`config.mk`:
```
export PLATFORM = sky130hd
export DESIGN_NAME = sinc_decim
export DESIGN_NICKNAME = d
export VERILOG_FILES = /design/src/rtl/sincdec_pkg.sv /design/src/rtl/sincdec_ctrl.sv /design/src/rtl/sincdec_integ.sv /design/src/rtl/sincdec_comb.sv /design/src/rtl/sinc_decim.sv
export SDC_FILE = /design/constraint.sdc
export NUM_CORES = 1
export LEC_CHECK = 0
export BUFFER_PORTS_ARGS = -buffer_cell sky130_fd_sc_hd__buf_2
export CAP_MARGIN = 20
export CORE_MARGIN = 3
export CORE_UTILIZATION = 57
export CTS_BUF_LIST = sky130_fd_sc_hd__clkbuf_8
export DETAILED_ROUTE_END_ITERATION = 12
export GPL_TIMING_DRIVEN = 0
export HOLD_SLACK_MARGIN = 0.02
export PLACE_DENSITY = 0.73
export SLEW_MARGIN = 40
export SYNTH_ARGS = -nofsm -noshare
export SYNTH_HDL_FRONTEND = slang
export SYNTH_SLANG_ARGS = --single-unit
```
`constraint.sdc`:
```
create_clock -name clk -period 17.74 [get_ports clk]
set_input_delay 2.661 -clock clk [delete_from_list [all_inputs] [get_ports clk]]
set_output_delay 2.661 -clock clk [all_outputs]
set_load 0.01 [all_outputs]
```
`src/rtl/sincdec_pkg.sv`:
```
package sincdec_pkg;

  localparam int unsigned NSTAGE = 3;

  // log2 of the decimation ratio from clock-range bit and rate field
  function automatic logic [3:0] ratio_log2(input logic ck, input logic [1:0] fs,
                                            input int unsigned kmin);
    logic [3:0] base;
    base = 4'(kmin);
    if (ck)
      return base + {2'b00, fs};
    else if (fs == 2'd0)
      return base;
    else
      return base + {2'b00, fs} - 4'd1;
  endfunction

endpackage

```
`src/rtl/sincdec_ctrl.sv`:
```
module sincdec_ctrl #(
  parameter int unsigned KMIN  = 5,
  parameter int unsigned CNT_W = 8
) (
  input  logic       clk,
  input  logic       rst,
  input  logic       mode_i,
  input  logic [1:0] fs_i,
  input  logic       ck_i,
  input  logic       sync_i,
  input  logic       rd_i,
  output logic [3:0] k_o,
  output logic       restart_o,
  output logic       tap_o,
  output logic       ready_o
);
  import sincdec_pkg::*;

  logic [3:0]       cfg_q;
  logic [3:0]       cfg_now;
  logic             cfg_chg;
  logic [CNT_W-1:0] cnt_q;
  logic [CNT_W-1:0] lim;
  logic [1:0]       sc_q;
  logic             settled;

  assign cfg_now   = {mode_i, fs_i, ck_i};
  assign cfg_chg   = (cfg_now != cfg_q);
  assign restart_o = sync_i | cfg_chg;
  assign k_o       = ratio_log2(ck_i, fs_i, KMIN);
  assign lim       = CNT_W'((32'd1 << k_o) - 32'd1);
  assign tap_o     = !restart_o && (cnt_q == lim);
  assign settled   = mode_i || (sc_q >= 2'd2);

  always_ff @(posedge clk) begin
    if (rst) begin
      cfg_q <= {1'b0, 2'b01, 1'b1};
      cnt_q <= '0;
      sc_q  <= '0;
    end else begin
      cfg_q <= cfg_now;
      if (restart_o || tap_o)
        cnt_q <= '0;
      else
        cnt_q <= cnt_q + 1'b1;
      if (restart_o)
        sc_q <= '0;
      else if (tap_o && sc_q != 2'd3)
        sc_q <= sc_q + 2'd1;
    end
  end

  always_ff @(posedge clk) begin
    if (rst)
      ready_o <= 1'b0;
    else if (cfg_chg)
      ready_o <= 1'b0;
    else if (tap_o)
      ready_o <= settled;
    else if (rd_i)
      ready_o <= 1'b0;
  end

  AST_CFG_CLEARS_READY: assert property (@(posedge clk) disable iff (rst)
    cfg_chg |=> !ready_o);
  AST_SYNC_KEEPS_READY: assert property (@(posedge clk) disable iff (rst)
    (sync_i && !cfg_chg && !rd_i) |=> (ready_o == $past(ready_o)));
  AST_READ_CLEARS_READY: assert property (@(posedge clk) disable iff (rst)
    (rd_i && !tap_o) |=> !ready_o);
  AST_EARLY_OUTPUT_UNREADY: assert property (@(posedge clk) disable iff (rst)
    (tap_o && !mode_i && sc_q < 2'd2) |=> !ready_o);
  AST_SETTLED_BEATS_READ: assert property (@(posedge clk) disable iff (rst)
    (tap_o && rd_i && (mode_i || sc_q >= 2'd2)) |=> ready_o);

endmodule

```
`src/rtl/sincdec_integ.sv`:
```
module sincdec_integ #(
  parameter int unsigned ACC_W = 25
) (
  input  logic             clk,
  input  logic             rst,
  input  logic             clr_i,
  input  logic             bit_i,
  output logic [ACC_W-1:0] tap1_o,
  output logic [ACC_W-1:0] tapn_o
);
  import sincdec_pkg::*;

  logic [ACC_W-1:0] acc_q [NSTAGE];
  logic [ACC_W-1:0] acc_n [NSTAGE];

  // chained next-state sums: each stage sees this cycle's bit at once
  for (genvar s = 0; s < NSTAGE; s++) begin : g_stage
    if (s == 0) begin : g_first
      assign acc_n[s] = acc_q[s] + {{(ACC_W-1){1'b0}}, bit_i};
    end else begin : g_rest
      assign acc_n[s] = acc_q[s] + acc_n[s-1];
    end
  end

  always_ff @(posedge clk) begin
    for (int s = 0; s < NSTAGE; s++) begin
      if (rst || clr_i)
        acc_q[s] <= '0;
      else
        acc_q[s] <= acc_n[s];
    end
  end

  assign tap1_o = acc_n[0];
  assign tapn_o = acc_n[NSTAGE-1];

endmodule

```
`src/rtl/sincdec_comb.sv`:
```
module sincdec_comb #(
  parameter int unsigned ACC_W = 25,
  parameter int unsigned OUT_W = 18
) (
  input  logic                    clk,
  input  logic                    rst,
  input  logic                    clr_i,
  input  logic                    tap_i,
  input  logic                    mode_i,
  input  logic [3:0]              k_i,
  input  logic [ACC_W-1:0]        tap1_i,
  input  logic [ACC_W-1:0]        tapn_i,
  output logic signed [OUT_W-1:0] data_o,
  output logic                    valid_o
);
  import sincdec_pkg::*;

  localparam int unsigned SH_W = $clog2(ACC_W + 1);

  logic [ACC_W-1:0]        x0;
  logic [ACC_W-1:0]        dl_q [NSTAGE];
  logic [ACC_W-1:0]        cs   [NSTAGE];
  logic [ACC_W-1:0]        sum;
  logic [SH_W-1:0]         nk;
  logic [SH_W-1:0]         shamt;
  logic signed [ACC_W:0]   half;
  logic signed [ACC_W:0]   centred;
  logic signed [ACC_W:0]   scaled;

  assign x0 = mode_i ? tap1_i : tapn_i;

  for (genvar s = 0; s < NSTAGE; s++) begin : g_diff
    if (s == 0) begin : g_first
      assign cs[s] = x0 - dl_q[s];
    end else begin : g_rest
      assign cs[s] = cs[s-1] - dl_q[s];
    end
  end

  always_ff @(posedge clk) begin
    for (int s = 0; s < NSTAGE; s++) begin
      if (rst || clr_i)
        dl_q[s] <= '0;
      else if (tap_i)
        dl_q[s] <= (s == 0) ? x0 : cs[s-1];
    end
  end

  // centre around zero, then align full scale to the accumulator top bit
  assign sum     = mode_i ? cs[0] : cs[NSTAGE-1];
  assign nk      = mode_i ? SH_W'(k_i) : SH_W'(NSTAGE * k_i);
  assign half    = (ACC_W+1)'(1) <<< (nk - 1'b1);
  assign centred = $signed({1'b0, sum}) - half;
  assign shamt   = SH_W'(ACC_W - 1) - nk;
  assign scaled  = centred <<< shamt;

  always_ff @(posedge clk) begin
    if (rst) begin
      data_o  <= '0;
      valid_o <= 1'b0;
    end else begin
      valid_o <= tap_i;
      if (tap_i)
        data_o <= scaled[ACC_W-1 -: OUT_W];
    end
  end

  AST_VALID_SINGLE_CYCLE: assert property (@(posedge clk) disable iff (rst)
    valid_o |=> !valid_o);

endmodule

```
`src/rtl/sinc_decim.sv`:
```
module sinc_decim #(
  parameter int unsigned OUT_W = 18,
  parameter int unsigned KMIN  = 5
) (
  input  logic                    clk,
  input  logic                    rst,
  input  logic                    mod_bit_i,
  input  logic                    mode_i,
  input  logic [1:0]              fs_i,
  input  logic                    clkrange_i,
  input  logic                    sync_i,
  input  logic                    rd_i,
  output logic signed [OUT_W-1:0] data_o,
  output logic                    valid_o,
  output logic                    ready_o
);
  import sincdec_pkg::*;

  localparam int unsigned KMAX  = KMIN + 3;
  localparam int unsigned ACC_W = NSTAGE * KMAX + 1;
  localparam int unsigned CNT_W = KMAX;

  logic [3:0]       k;
  logic             restart;
  logic             tap;
  logic [ACC_W-1:0] tap1;
  logic [ACC_W-1:0] tapn;

  sincdec_ctrl #(.KMIN(KMIN), .CNT_W(CNT_W)) u_ctrl (
    .clk(clk), .rst(rst), .mode_i(mode_i), .fs_i(fs_i), .ck_i(clkrange_i),
    .sync_i(sync_i), .rd_i(rd_i), .k_o(k), .restart_o(restart), .tap_o(tap),
    .ready_o(ready_o)
  );

  sincdec_integ #(.ACC_W(ACC_W)) u_integ (
    .clk(clk), .rst(rst), .clr_i(restart), .bit_i(mod_bit_i),
    .tap1_o(tap1), .tapn_o(tapn)
  );

  sincdec_comb #(.ACC_W(ACC_W), .OUT_W(OUT_W)) u_comb (
    .clk(clk), .rst(rst), .clr_i(restart), .tap_i(tap), .mode_i(mode_i),
    .k_i(k), .tap1_i(tap1), .tapn_i(tapn), .data_o(data_o), .valid_o(valid_o)
  );

  AST_SYNC_BLOCKS_VALID: assert property (@(posedge clk) disable iff (rst)
    sync_i |=> !valid_o);
  AST_READY_RISES_WITH_DATA: assert property (@(posedge clk) disable iff (rst)
    $rose(ready_o) |-> valid_o);

endmodule

```
==> metrics <==
RSZ-0062 raised after global routing=false; EDFF count, synth=75; Hold Vio Cnt, Final=0; Peak Freq=0.0695 GHz; Synth Cell Area=16200 um^2; hold_buf cts=0; CTS root buf=clkbuf_8; final net count=2206; initial antenna violation count=0; Max Root-Sink Buffers=2; Max Slew Vio Count=0; Crit. End Element=flip-flop; vias in the first global route=13400; Post-Syn Nets=2158; largest net degree at the start of global routing=32; fillcell total=2572; gr usage total=27.2%; Synth cell types=85; vias per cell=5.98; area growth from synthesis to layout=6.84%; setup tns final=0 ns; Initial DRC Count=1014; total CTS buffers=17; TritonCTS Sinks=184; wire per inst=17.4 um; syn avg cell area=8.21 um^2; Worst Hold Class=flip-flop to flip-flop; Max stage delay on crit path=0.59 ns; Yosys top cell by area=edfxtp_1; GP Congestion=0.969; Die Ht=175 um; CP startpoint kind=input pin; share of the synthesized area in the top cell type=13.9%; Max Cap Viol=0; setup ws final=3.34 ns; Synth warnings=0; clk slew on worst S/H paths=0.11 ns; CTS tree=yes; register area share after synthesis=27.4%; first-pass GRT wire length=68400 um; Synth Instances=1975; DP Wirelength=33300 um; DR DRC count=0; slowest CP cell=or4b_2; crit-path max FO=7; peak supply drop=67.3 uV; grt total ovfl=0; Seq cells post-synth=184; ANT cells=0; Reg area=4430 um^2; Top FF cell, synth=dfxtp_1; Worst Max-Slew Pin Slew=0.819 ns; # IOs=29; CP arrival=14.78 ns; number of port buffers=26; area of the multi-input gates=11000 um^2; Final Setup Violations=0; via count=14400; clock network latency to the later pin of the worst-skew pair=0.48 ns; FP Rows=61; die width=175 um; ys async rst share=0%; WL final=41900 um; Max Clock Skew=0.0266 ns; die area=30500 um^2; Critical Path RT=18.12 ns; Post-Place Worst Slack=2.92 ns; cell mode on critical path=a21oi_1; post-route ant nets=0; type of the worst setup path=input pin to flip-flop; H-tree levels=4; CTS resizes=0; status=complete, no violations; leak pwr=7.39 nW; Rel. slew slack=45.4%; Pre-antenna DRT Iters=5; min Tclk post-route=14.40 ns; layout cells sized above 1=5.60%; Power Density=122 nW/um^2; Initial Util=58.0%; Core Region=27900 um^2; Period Utilization, post-route=81.2%; postcts setup bufs=0; Synth area leaders=edfxtp_1 (14%), dfxtp_1 (13%), ha_1 (13%)
## where the power goes
part | leakage (nW) | switching (mW) | internal [mW]
Sequential | 1.80 | 0.00109 | 0.440
Combinational | 5.38 | 0.840 | 0.528
Clock | 0.208 | 0.189 | 0.110
Total | 7.39 | 1.03 | 1.08
## synthesized netlist by cell type (56+ instances only)
master	instances
nor2_1	177
o21ai_0	124
nand2_1	137
inv_1	143
xor2_1	72
ha_1	167
edfxtp_1	75
xnor2_1	91
a21oi_1	135
a21o_1	56
dfxtp_1	109
and2_1	94
## registers in the layout, summed over array words and instances (netlist names)
| signal | count |
|---|---|
| u_comb.data_o | 18 |
| u_comb.dl_q | 75 |
| u_comb.valid_o | 1 |
| u_ctrl.cfg_q | 4 |
| u_ctrl.cnt_q | 8 |
| u_ctrl.ready_o | 1 |
| u_ctrl.sc_q | 2 |
| u_integ.acc_q | 75 |
## cells in the final DEF, fill, tap and decap left out, types with 16 or more instances in the layout
cell        n
a21o_1     56
a21oi_1   135
a31oi_1    23
and2_1     94
and3_1     17
buf_2      30
clkbuf_1   55
clkbuf_8   17
dfxtp_1   109
edfxtp_1   75
ha_1      167
inv_1     143
mux2i_1    26
nand2_1   136
nand2b_1   29
nand3_1    55
nand4_1    28
nor2_1    177
nor2b_1    42
nor3_1     43
o21a_1     30
o21ai_0   124
o21bai_1   16
xnor2_1    91
xor2_1     72
## per-stage QoR
stage | cell area, um^2 | hold WS, ns | power (mW) | util, % | cells
after floorplan | 16200 | 0.471 | 1.46 | - | 1975
after global placement | 16800 | 0.430 | 1.75 | 60.2 | 2379
after detailed placement | 16900 | 0.434 | 1.77 | 60.4 | 2381
after CTS | 17300 | 0.461 | 2.07 | 61.9 | 2413
after global routing | 17300 | 0.474 | 2.25 | 62.0 | 2414
final | 17300 | 0.458 | 2.11 | 62.0 | 2414
## logic make-up (layout without fill, tap and decap cells)
family	Yosys count	in the layout	share of synthesized area [%]
adder cells (fa/ha/maj)	174	174	13.8
flip-flops	184	184	27.4
multiplexers	38	38	2.71
AND/OR/NAND/NOR	683	683	21.2
buffers and inverters	212	273	4.97
AO/OA/AOI/OAI	518	518	20.8
XOR/XNOR	166	166	9.22
## per-layer routing
| layer | up-vias | track usage (%) | wire length [um] |
|---|---|---|---|
| met2 | 441 | 43.0 | 18400 |
| met3 | 51 | 3.50 | 2410 |
| met5 | - | 0 | 0 |
| met1 | 6810 | 39.1 | 20000 |
| met4 | 0 | 8.44 | 1140 |
| li1 | 7125 | - | - |
## critical path: cells and delay by family
kind,cells,cell delay [ns]
and+or+nand+nor,9,1.44
adders and majority gates,8,2.74
buffers and inverters,2,0.19
AOI/OAI and AO/OA,25,5.81
xor gates and xnor gates,7,1.92
## area by class of cell
class	instances	share of cell area, %
Multi-Input combinational cell	1579	63.5
Sequential cell	184	25.6
Inverter	145	3.14
Tap cell	378	2.73
Buffer	67	1.51
Clock buffer	17	1.35
Clock inverter	15	1.11
Timing Repair Buffer	29	1.03
## final timing paths
check,startpoint,depth (start not counted),to,slack (ns)
max,mod_bit_i,51,u_comb.data_o[17],3.34
min,u_comb.data_o[5],1,u_comb.data_o[5],0.46
max reg2reg,u_integ.acc_q[0][0],50,u_comb.data_o[17],5.39
min reg2reg,u_comb.data_o[5],1,u_comb.data_o[5],0.46
Power figures use the tool's default switching activity.
